==> src/rtl/spt_pkg.sv <==
package spt_pkg;
  typedef enum int {
    OP_MSET = 0,
    OP_MCLR = 1,
    OP_SSET = 2,
    OP_SCLR = 3,
    OP_ACK  = 4
  } spt_op_e;

  localparam int NUM_OP = 5;
endpackage

==> src/rtl/spt_id_dec.sv <==
module spt_id_dec #(
  parameter int N   = 32,
  parameter int IDW = 6
) (
  input  logic           vld,
  input  logic [IDW-1:0] id,
  output logic [N-1:0]   hot
);
  always_comb begin
    hot = '0;
    for (int i = 0; i < N; i++) begin
      if (vld && (id == IDW'(i))) hot[i] = 1'b1;
    end
  end

  always_comb begin

    if (vld && (int'(id) >= N)) begin
      oor_drop_chk: assert (hot == '0);
    end
  end
endmodule

==> src/rtl/spt_src_latch.sv <==
module spt_src_latch #(
  parameter int N = 32
) (
  input  logic         clk,
  input  logic         rst,
  input  logic [N-1:0] set_hot,
  input  logic [N-1:0] clr_hot,
  input  logic [N-1:0] ack_hot,
  output logic [N-1:0] q,
  output logic [N-1:0] nxt
);
  always_comb nxt = set_hot | (q & ~clr_hot & ~ack_hot);

  always_ff @(posedge clk) begin
    if (rst) q <= '0;
    else     q <= nxt;
  end


  set_wins_chk: assert property (@(posedge clk) disable iff (rst)
    (|set_hot) |=> ((q & $past(set_hot)) == $past(set_hot)));


  clr_takes_chk: assert property (@(posedge clk) disable iff (rst)
    (|(clr_hot & ~set_hot)) |=> ((q & $past(clr_hot & ~set_hot)) == '0));


  ack_takes_chk: assert property (@(posedge clk) disable iff (rst)
    (|(ack_hot & ~set_hot)) |=> ((q & $past(ack_hot & ~set_hot)) == '0));
endmodule

==> src/rtl/spi_pend_track.sv <==
module spi_pend_track #(
  parameter int NUM_IRQ = 32,
  parameter int ID_W    = 6
) (
  input  logic               clk,
  input  logic               rst,
  input  logic [NUM_IRQ-1:0] lvl_in,
  input  logic               msg_set_vld,
  input  logic [ID_W-1:0]    msg_set_id,
  input  logic               msg_clr_vld,
  input  logic [ID_W-1:0]    msg_clr_id,
  input  logic               sw_set_vld,
  input  logic [ID_W-1:0]    sw_set_id,
  input  logic               sw_clr_vld,
  input  logic [ID_W-1:0]    sw_clr_id,
  input  logic               ack_vld,
  input  logic [ID_W-1:0]    ack_id,
  input  logic [ID_W-1:0]    rd_id,
  output logic [NUM_IRQ-1:0] pend_vec,
  output logic               rd_pend
);
  import spt_pkg::*;

  localparam int MIN_ID_W = (NUM_IRQ > 1) ? $clog2(NUM_IRQ) : 1;

  if (ID_W < MIN_ID_W || ID_W > 16) begin : g_bad_idw
    $error("ID_W out of range for NUM_IRQ");
  end

  logic [NUM_OP-1:0]              op_vld;
  logic [NUM_OP-1:0][ID_W-1:0]    op_id;
  logic [NUM_OP-1:0][NUM_IRQ-1:0] op_hot;

  always_comb begin
    op_vld[OP_MSET] = msg_set_vld;  op_id[OP_MSET] = msg_set_id;
    op_vld[OP_MCLR] = msg_clr_vld;  op_id[OP_MCLR] = msg_clr_id;
    op_vld[OP_SSET] = sw_set_vld;   op_id[OP_SSET] = sw_set_id;
    op_vld[OP_SCLR] = sw_clr_vld;   op_id[OP_SCLR] = sw_clr_id;
    op_vld[OP_ACK]  = ack_vld;      op_id[OP_ACK]  = ack_id;
  end

  for (genvar g = 0; g < NUM_OP; g++) begin : g_dec
    spt_id_dec #(.N(NUM_IRQ), .IDW(ID_W)) u_dec (
      .vld (op_vld[g]),
      .id  (op_id[g]),
      .hot (op_hot[g])
    );
  end

  logic [NUM_IRQ-1:0] msg_q, msg_nxt, sw_q, sw_nxt, comb_nxt;

  spt_src_latch #(.N(NUM_IRQ)) u_msg (
    .clk     (clk),
    .rst     (rst),
    .set_hot (op_hot[OP_MSET]),
    .clr_hot (op_hot[OP_MCLR]),
    .ack_hot (op_hot[OP_ACK]),
    .q       (msg_q),
    .nxt     (msg_nxt)
  );

  spt_src_latch #(.N(NUM_IRQ)) u_sw (
    .clk     (clk),
    .rst     (rst),
    .set_hot (op_hot[OP_SSET]),
    .clr_hot (op_hot[OP_SCLR]),
    .ack_hot (op_hot[OP_ACK]),
    .q       (sw_q),
    .nxt     (sw_nxt)
  );

  always_comb comb_nxt = lvl_in | msg_nxt | sw_nxt;

  logic rd_bit;
  always_comb begin
    rd_bit = 1'b0;
    for (int i = 0; i < NUM_IRQ; i++) begin
      if (rd_id == ID_W'(i)) rd_bit = comb_nxt[i];
    end
  end

  always_ff @(posedge clk) begin
    if (rst) begin
      pend_vec <= '0;
      rd_pend  <= 1'b0;
    end else begin
      pend_vec <= comb_nxt;
      rd_pend  <= rd_bit;
    end
  end


  msg_hold_chk: assert property (@(posedge clk) disable iff (rst)
    ((op_hot[OP_MCLR] | op_hot[OP_ACK]) == '0)
      |=> ((msg_q & $past(msg_q)) == $past(msg_q)));


  sw_hold_chk: assert property (@(posedge clk) disable iff (rst)
    ((op_hot[OP_SCLR] | op_hot[OP_ACK]) == '0)
      |=> ((sw_q & $past(sw_q)) == $past(sw_q)));


  lvl_cover_chk: assert property (@(posedge clk) disable iff (rst)
    (|lvl_in) |=> ((pend_vec & $past(lvl_in)) == $past(lvl_in)));


  latch_cover_chk: assert property (@(posedge clk) disable iff (rst)
    (|(msg_q | sw_q)) |-> ((pend_vec & (msg_q | sw_q)) == (msg_q | sw_q)));


  rd_oor_chk: assert property (@(posedge clk) disable iff (rst)
    (int'(rd_id) >= NUM_IRQ) |=> !rd_pend);
endmodule

==> config.mk <==
export PLATFORM = sky130hd
export DESIGN_NAME = spi_pend_track
export DESIGN_NICKNAME = d
export VERILOG_FILES = /design/src/rtl/spt_pkg.sv /design/src/rtl/spt_id_dec.sv /design/src/rtl/spt_src_latch.sv /design/src/rtl/spi_pend_track.sv
export SDC_FILE = /design/constraint.sdc
export NUM_CORES = 1
export LEC_CHECK = 0
export BUFFER_PORTS_ARGS = -buffer_cell sky130_fd_sc_hd__buf_2
export CAP_MARGIN = 20
export CORE_UTILIZATION = 35
export DETAILED_ROUTE_END_ITERATION = 8
export GPL_TIMING_DRIVEN = 0
export HOLD_SLACK_MARGIN = 0.02
export PLACE_DENSITY = 0.55
export SLEW_MARGIN = 20
export SYNTH_ARGS = -nofsm -noshare
export SYNTH_HDL_FRONTEND = slang
export SYNTH_SLANG_ARGS = --single-unit
export TNS_END_PERCENT = 30
==> constraint.sdc <==
create_clock -name clk -period 3 [get_ports clk]
set_input_delay 0 -clock clk [delete_from_list [all_inputs] [get_ports clk]]
set_output_delay 0 -clock clk [all_outputs]
set_load 0.05 [all_outputs]
# Yosys cells after proc, flatten, opt, wreduce, memory -nomap -nowiden
# Index checks and enable logic that the tools add are counted.
[word_totals]
ff_bits = 97
latch_bits = 0
mem_bits_rw = 0
romBits = 0
output_inout_bits = 33
memories = 0
[op_classes]
addsub = 0
n_mul = 0
div_mod_pow = 0
n_lt_le_gt_ge = 0
n_eq_ne = 186
shifts = 0
muxes = 192
bitwise_logic = 11
n_reduce_logical = 166
[op_table]
columns = ["cell", "n"]
rows = [
  ["$eq 6x5->1 const B", 96],
  ["$eq 6x4->1 const B", 48],
  ["$mux 1", 192],
  ["$logic_and 1x1->1", 160],
  ["$eq 6x3->1 const B", 24],
  ["$and 32x32->32", 4],
  ["$or 32x32->32", 4],
  ["$not 32->32", 3],
  ["$eq 6x2->1 const B", 12],
  ["$eq 6x1->1 const B", 6],
  ["$logic_not 6->1", 6],
]

# Depth between registers and ports, before layout
[depth]
word_depth = 41
mapped_depth = 11
depth_no_buf = 9

# By module
# Synthesis repeated with hierarchy kept, for this count alone.
[unflattened]
hier_cells = 735
area_unflattened_um2 = 5293.8
[modules_own_cells]
columns = ["mod", "instances", "cells_per_inst", "area_each_um2", "seq_area_each_um2"]
rows = [
  ["spt_src_latch", 2, 163, 1336.3, 640.6],
  ["spi_pend_track", 1, 174, 1426.4, 660.6],
  ["spt_id_dec", 5, 47, 239.0, 0.0],
]

# Worst setup path after synthesis
# OpenSTA, ideal clock, no wires.
[synth_path]
path_type = "input port to flip-flop"
startpoint = "in ack_id[5]"
endpoint = "reg rd_pend"
setup_ps = 134
arrival_time_ps = 2005
required_time_ps = 2866
setup_slack_ps = 861
stages = 10
cell_sequence = "nor3b_2 > clkbuf_1 > nand3_1 > a21boi_1 > a2111oi_0 > nor2_1 > nor4_1 > a2111oi_1 > o31ai_1 > a211oi_1"
[synth_between]
elab_chain_cells = 40
[synth_rtl]
columns = ["element", "line", "text"]
rows = [
  ["from (decl)", "spi_pend_track.sv:17", "input logic [ID_W-1:0] ack_id,"],
  ["$logic_not 6->1", "spt_id_dec.sv:12", "if (vld && (id == IDW'(i))) hot[i] = 1'b1;"],
  ["$logic_and 1x1->1", "spt_id_dec.sv:12", ""],
  ["$mux 1", "spt_id_dec.sv:12", ""],
  ["$not 32->32 *", "spt_src_latch.sv:12", "always_comb nxt = set_hot | (q & ~clr_hot & ~ack_hot);"],
  ["$and 32x32->32", "spt_src_latch.sv:12", ""],
  ["$or 32x32->32", "spt_src_latch.sv:12", ""],
  ["$or 32x32->32", "spi_pend_track.sv:72", "always_comb comb_nxt = lvl_in | msg_nxt | sw_nxt;"],
  ["$or 32x32->32 *", "spi_pend_track.sv:72", ""],
  ["$mux 1 (31 in series)", "spi_pend_track.sv:78", "if (rd_id == ID_W'(i)) rd_bit = comb_nxt[i];"],
  ["$mux 1 *", "spi_pend_track.sv:78", ""],
  ["to (signal assigned)", "spi_pend_track.sv:88", "rd_pend <= rd_bit;"],
  ["to (decl)", "spi_pend_track.sv:20", "output logic rd_pend"],
]
# Every way passes the cells marked *; elsewhere a longest branch is shown, timed or not.
# A chain may end at the register's enable or synchronous reset.

# Final worst setup path
[layout_path]
startpoint = "in msg_clr_id[5]"
endpoint = "reg rd_pend"
[layout_between]
elab_chain_cells = 41
[layout_rtl]
columns = ["element", "line", "text"]
rows = [
  ["from (decl)", "spi_pend_track.sv:11", "input logic [ID_W-1:0] msg_clr_id,"],
  ["$logic_not 6->1", "spt_id_dec.sv:12", ""],
  ["$logic_and 1x1->1", "spt_id_dec.sv:12", ""],
  ["$mux 1", "spt_id_dec.sv:12", ""],
  ["$not 32->32 *", "spt_src_latch.sv:12", ""],
  ["$and 32x32->32 * (2 in series)", "spt_src_latch.sv:12", ""],
  ["$or 32x32->32 *", "spt_src_latch.sv:12", ""],
  ["$or 32x32->32 * (2 in series)", "spi_pend_track.sv:72", ""],
  ["$mux 1 (31 in series)", "spi_pend_track.sv:78", ""],
  ["$mux 1 *", "spi_pend_track.sv:78", ""],
]
# Marked as above.

==> results.txt <==
largest family of logic cells by synthesized area - simple AND/OR/NAND/NOR gates
maximum clock path buffer count - 2
R2R setup slack - 0.58 ns
Synth Area in Compound Gates - 18.7%
RD Place Congestion - 0.968
Post-Syn Nets - 657
min-delay src - lvl_in[19]
critical path depth - 10
vias in the first global route - 5116
layout cells sized above 1 - 18.4%
Least-Margin Pin Slew - 1.12 ns
row cnt - 42
dominant cell type by area after synthesis - dfxtp_1
Core Region - 13300 sq um
TritonCTS clock tree - built
PnR worst setup slack - 0.270 ns
GR Overflow Total - 0
worst path cell trace - buf_2, and3b_1, clkbuf_1, and3_1, nand2_1, a32oi_1, nor3b_1, mux4_2, and4_1, a211oi_1
Fillers - 1346
ys async rst share - 0%
Die H - 119 um
fin crit share - 91.0%
post-placement cell count - 861
NumNets Final - 799
TritonRoute pass-1 iters - 5
Commonest cells post-synth - dfxtp_1, nor2_1, nand3_1
Main synth FF type - dfxtp_1
Post-DP HPWL - 15000 um
crit path DAT - 2.93 ns
Flop pwr share - 43.5%
CP startpoint - msg_clr_id[5]
Total GRT Usage - 28.9%
Final Critical Period - 2.73 ns
Net Switching - 0.885 mW
fmax - 0.366 GHz
drt drc - 0
worst endpoint required time - 3.20 ns
Clock Pin Slew Worst Setup and Hold Paths - 0.06 ns
Netlist cell types - 53
Critical Path Source Type - input port
I/O Buffers - 103
Clock Skews - 0.00718 ns
worst path bufs/invs - 2
Comb pwr share - 16.9%
clock root buffer - clkbuf_16
Hold Fails Final Rpt - 0
Max stage delay cell, worst path - nor3b_1
Antenna diodes - 0
leakage - 2.37 nW
drt total wl - 20400 um
Post-Synth Simple-Gate Area - 36.4%
post-synth design cell area - 4790 sq um
WS Path Type - in2reg
final cell count without fillers - 905
Die Wd - 119 um
Max VDD drop - 0.000301 V
DR vias/cell - 6.04
Setup WS pre-CTS - -0.146 ns
FF+latch count, synth - 97
multiplexer area fraction after synthesis - 0.705%
RSZ-0062 raised after global routing - false
I/O Pins - 108
Adder-Cell Fraction of Synth Area - 0%
run status - completed
Synth Area in XOR/XNOR - 0%
Routed WL per cell - 22.5 um
termination of the worst setup path - rd_pend
1st-iter DRT viols - 697
Post-synth EDFFs - 0
synth warn - 0
Reg2Reg Capture Point - rd_pend
routed vias - 5464
largest stage delay on the critical path - 0.79 ns
max-cap violation count - 0
final setup fails - 0
cts bufs inserted - 9
Synth Area per Inst - 8.24 sq um
Die ar. - 14200 sq um
sequential element share of the synthesized area - 40.5%
Slew Viols, Final - 0
initial antenna violation count - 0
global-route wire length before repair - 30100 um
Critical Path Sink Type - flop
RR Startpoint - u_msg.q[1]
internal power - 2.16 mW
Synth top area share - 40.5%
final core utilization - 46.2%
H-tree depth - 3
CTS Sinks - 97
initial core utilization - 36.1%
Relative slew margins - 24.8%
CP top delay family - simple AND/OR/NAND/NOR gates
PD cells - 496 nW/um^2
Synth Instances - 582
largest net degree at the start of global routing - 16
Switching Share - 29.0%
ranking of synthesized cells by area - dfxtp_1, nor2b_1, nand3_1, a32o_1, nor2_1
Layout area overhead - 28.2%
cells on worst reg2reg path - 7
HP Class - in2reg
post-route ant nets - 0
critical path peak fanout - 8
Worst-Skew Late Latency - 0.35 ns
most common cell in the synthesized netlist - dfxtp_1
Clk network pwr share - 39.5%
[metrics by stage]
step	power, mW	TNS, ns	instance area [sq um]	hold slack (ns)
2_1_floorplan	1.63	0	4790	0.121
3_3_place_gp	1.83	-0.158	5530	0.249
3_5_place_dp	1.83	-0.146	5530	0.256
4_1_cts	3.05	0	6120	0.0324
5_1_grt	3.13	0	6140	0.0363
6_report	3.05	0	6140	0.0388
[layout by cell type, fill, tap and decap left out, drive strengths merged, types with 2 or more instances in the layout]
| cell type | n |
|---|---|
| buf | 105 |
| dfxtp | 97 |
| nor2 | 77 |
| nand3 | 63 |
| nor2b | 52 |
| clkbuf | 47 |
| nand2 | 36 |
| a32o | 30 |
| dlygate4sd3 | 28 |
| a32oi | 19 |
| and3 | 17 |
| nor3 | 17 |
| a21oi | 14 |
| nand4 | 12 |
| nor3b | 12 |
| and2 | 11 |
| a31oi | 11 |
| inv | 9 |
| and3b | 7 |
| nor4 | 7 |
| nand3b | 4 |
| o31ai | 4 |
| a22oi | 4 |
| a211oi | 4 |
| o21ai | 4 |
| a2111oi | 4 |
| a311oi | 3 |
| a22o | 3 |
| nand4b | 2 |
| nor4b | 2 |
| and4bb | 2 |
| clkinv | 2 |
[power by group through the flow]
| stage | combinational [mW] | clock (mW) | sequential (mW) |
|---|---|---|---|
| 2_1_floorplan | 0.175 | 0 | 1.45 |
| 3_3_place_gp | 0.471 | 0 | 1.36 |
| 3_5_place_dp | 0.473 | 0 | 1.36 |
| 4_1_cts | 0.503 | 1.22 | 1.33 |
| 5_1_grt | 0.540 | 1.27 | 1.33 |
| 6_report | 0.517 | 1.21 | 1.33 |
[kinds of logic after synthesis]
kind of cell | after synthesis
AOI/OAI and AO/OA | 111
buffers and inverters | 46
DFF | 97
muxes | 2
and+or+nand+nor | 326
[area by class of cell]
cell class	count	area, sq um	share of cell area, %
repair buffers	131	796	13.0
flip-flops and latches	97	1940	31.6
clock buffers	12	256	4.17
multi-input cells	439	2700	44.0
inverters	9	33.8	0.550
plain buffers	37	144	2.34
well taps	176	220	3.58
clock inverters	4	51.3	0.835
[registers in the layout, summed over array words and instances (netlist names)]
register / count
pend_vec: 32
rd_pend: 1
u_msg.q: 32
u_sw.q: 32
[metal layers]
| layer | up-vias | part of all wire, % | track usage [%] |
|---|---|---|---|
| met2 | 335 | 44 | 44.3 |
| li1 | 2451 | - | - |
| met5 | - | 0 | 0 |
| met3 | 53 | 10 | 4.26 |
| met4 | 0 | 4.8 | 16.0 |
| met1 | 2625 | 42 | 38.7 |
[what timing repair did]
item	4_1_cts	5_1_grt
buffers inserted	0	0
endpoints found under the hold margin	28	0
endpoints found under the setup margin	0	1
gates resized for setup	0	9
hold buffers	28	0
[how the worst min path moves through the flow]
stage	end	slack [ns]	cells past startpoint
floorplan	pend_vec[16]	0.12	2
global placement	pend_vec[0]	0.25	3
detailed placement	pend_vec[5]	0.26	3
CTS	pend_vec[19]	0.03	4
global route	pend_vec[19]	0.04	4
finish	pend_vec[19]	0.04	4
[worst min-delay path, cell delays in order]
cell and delay (ns):
buf_2 0.08, a21o_1 0.07, a311oi_1 0.10, nor2_1 0.10
Note: power is estimated with default switching activity, not from simulation.
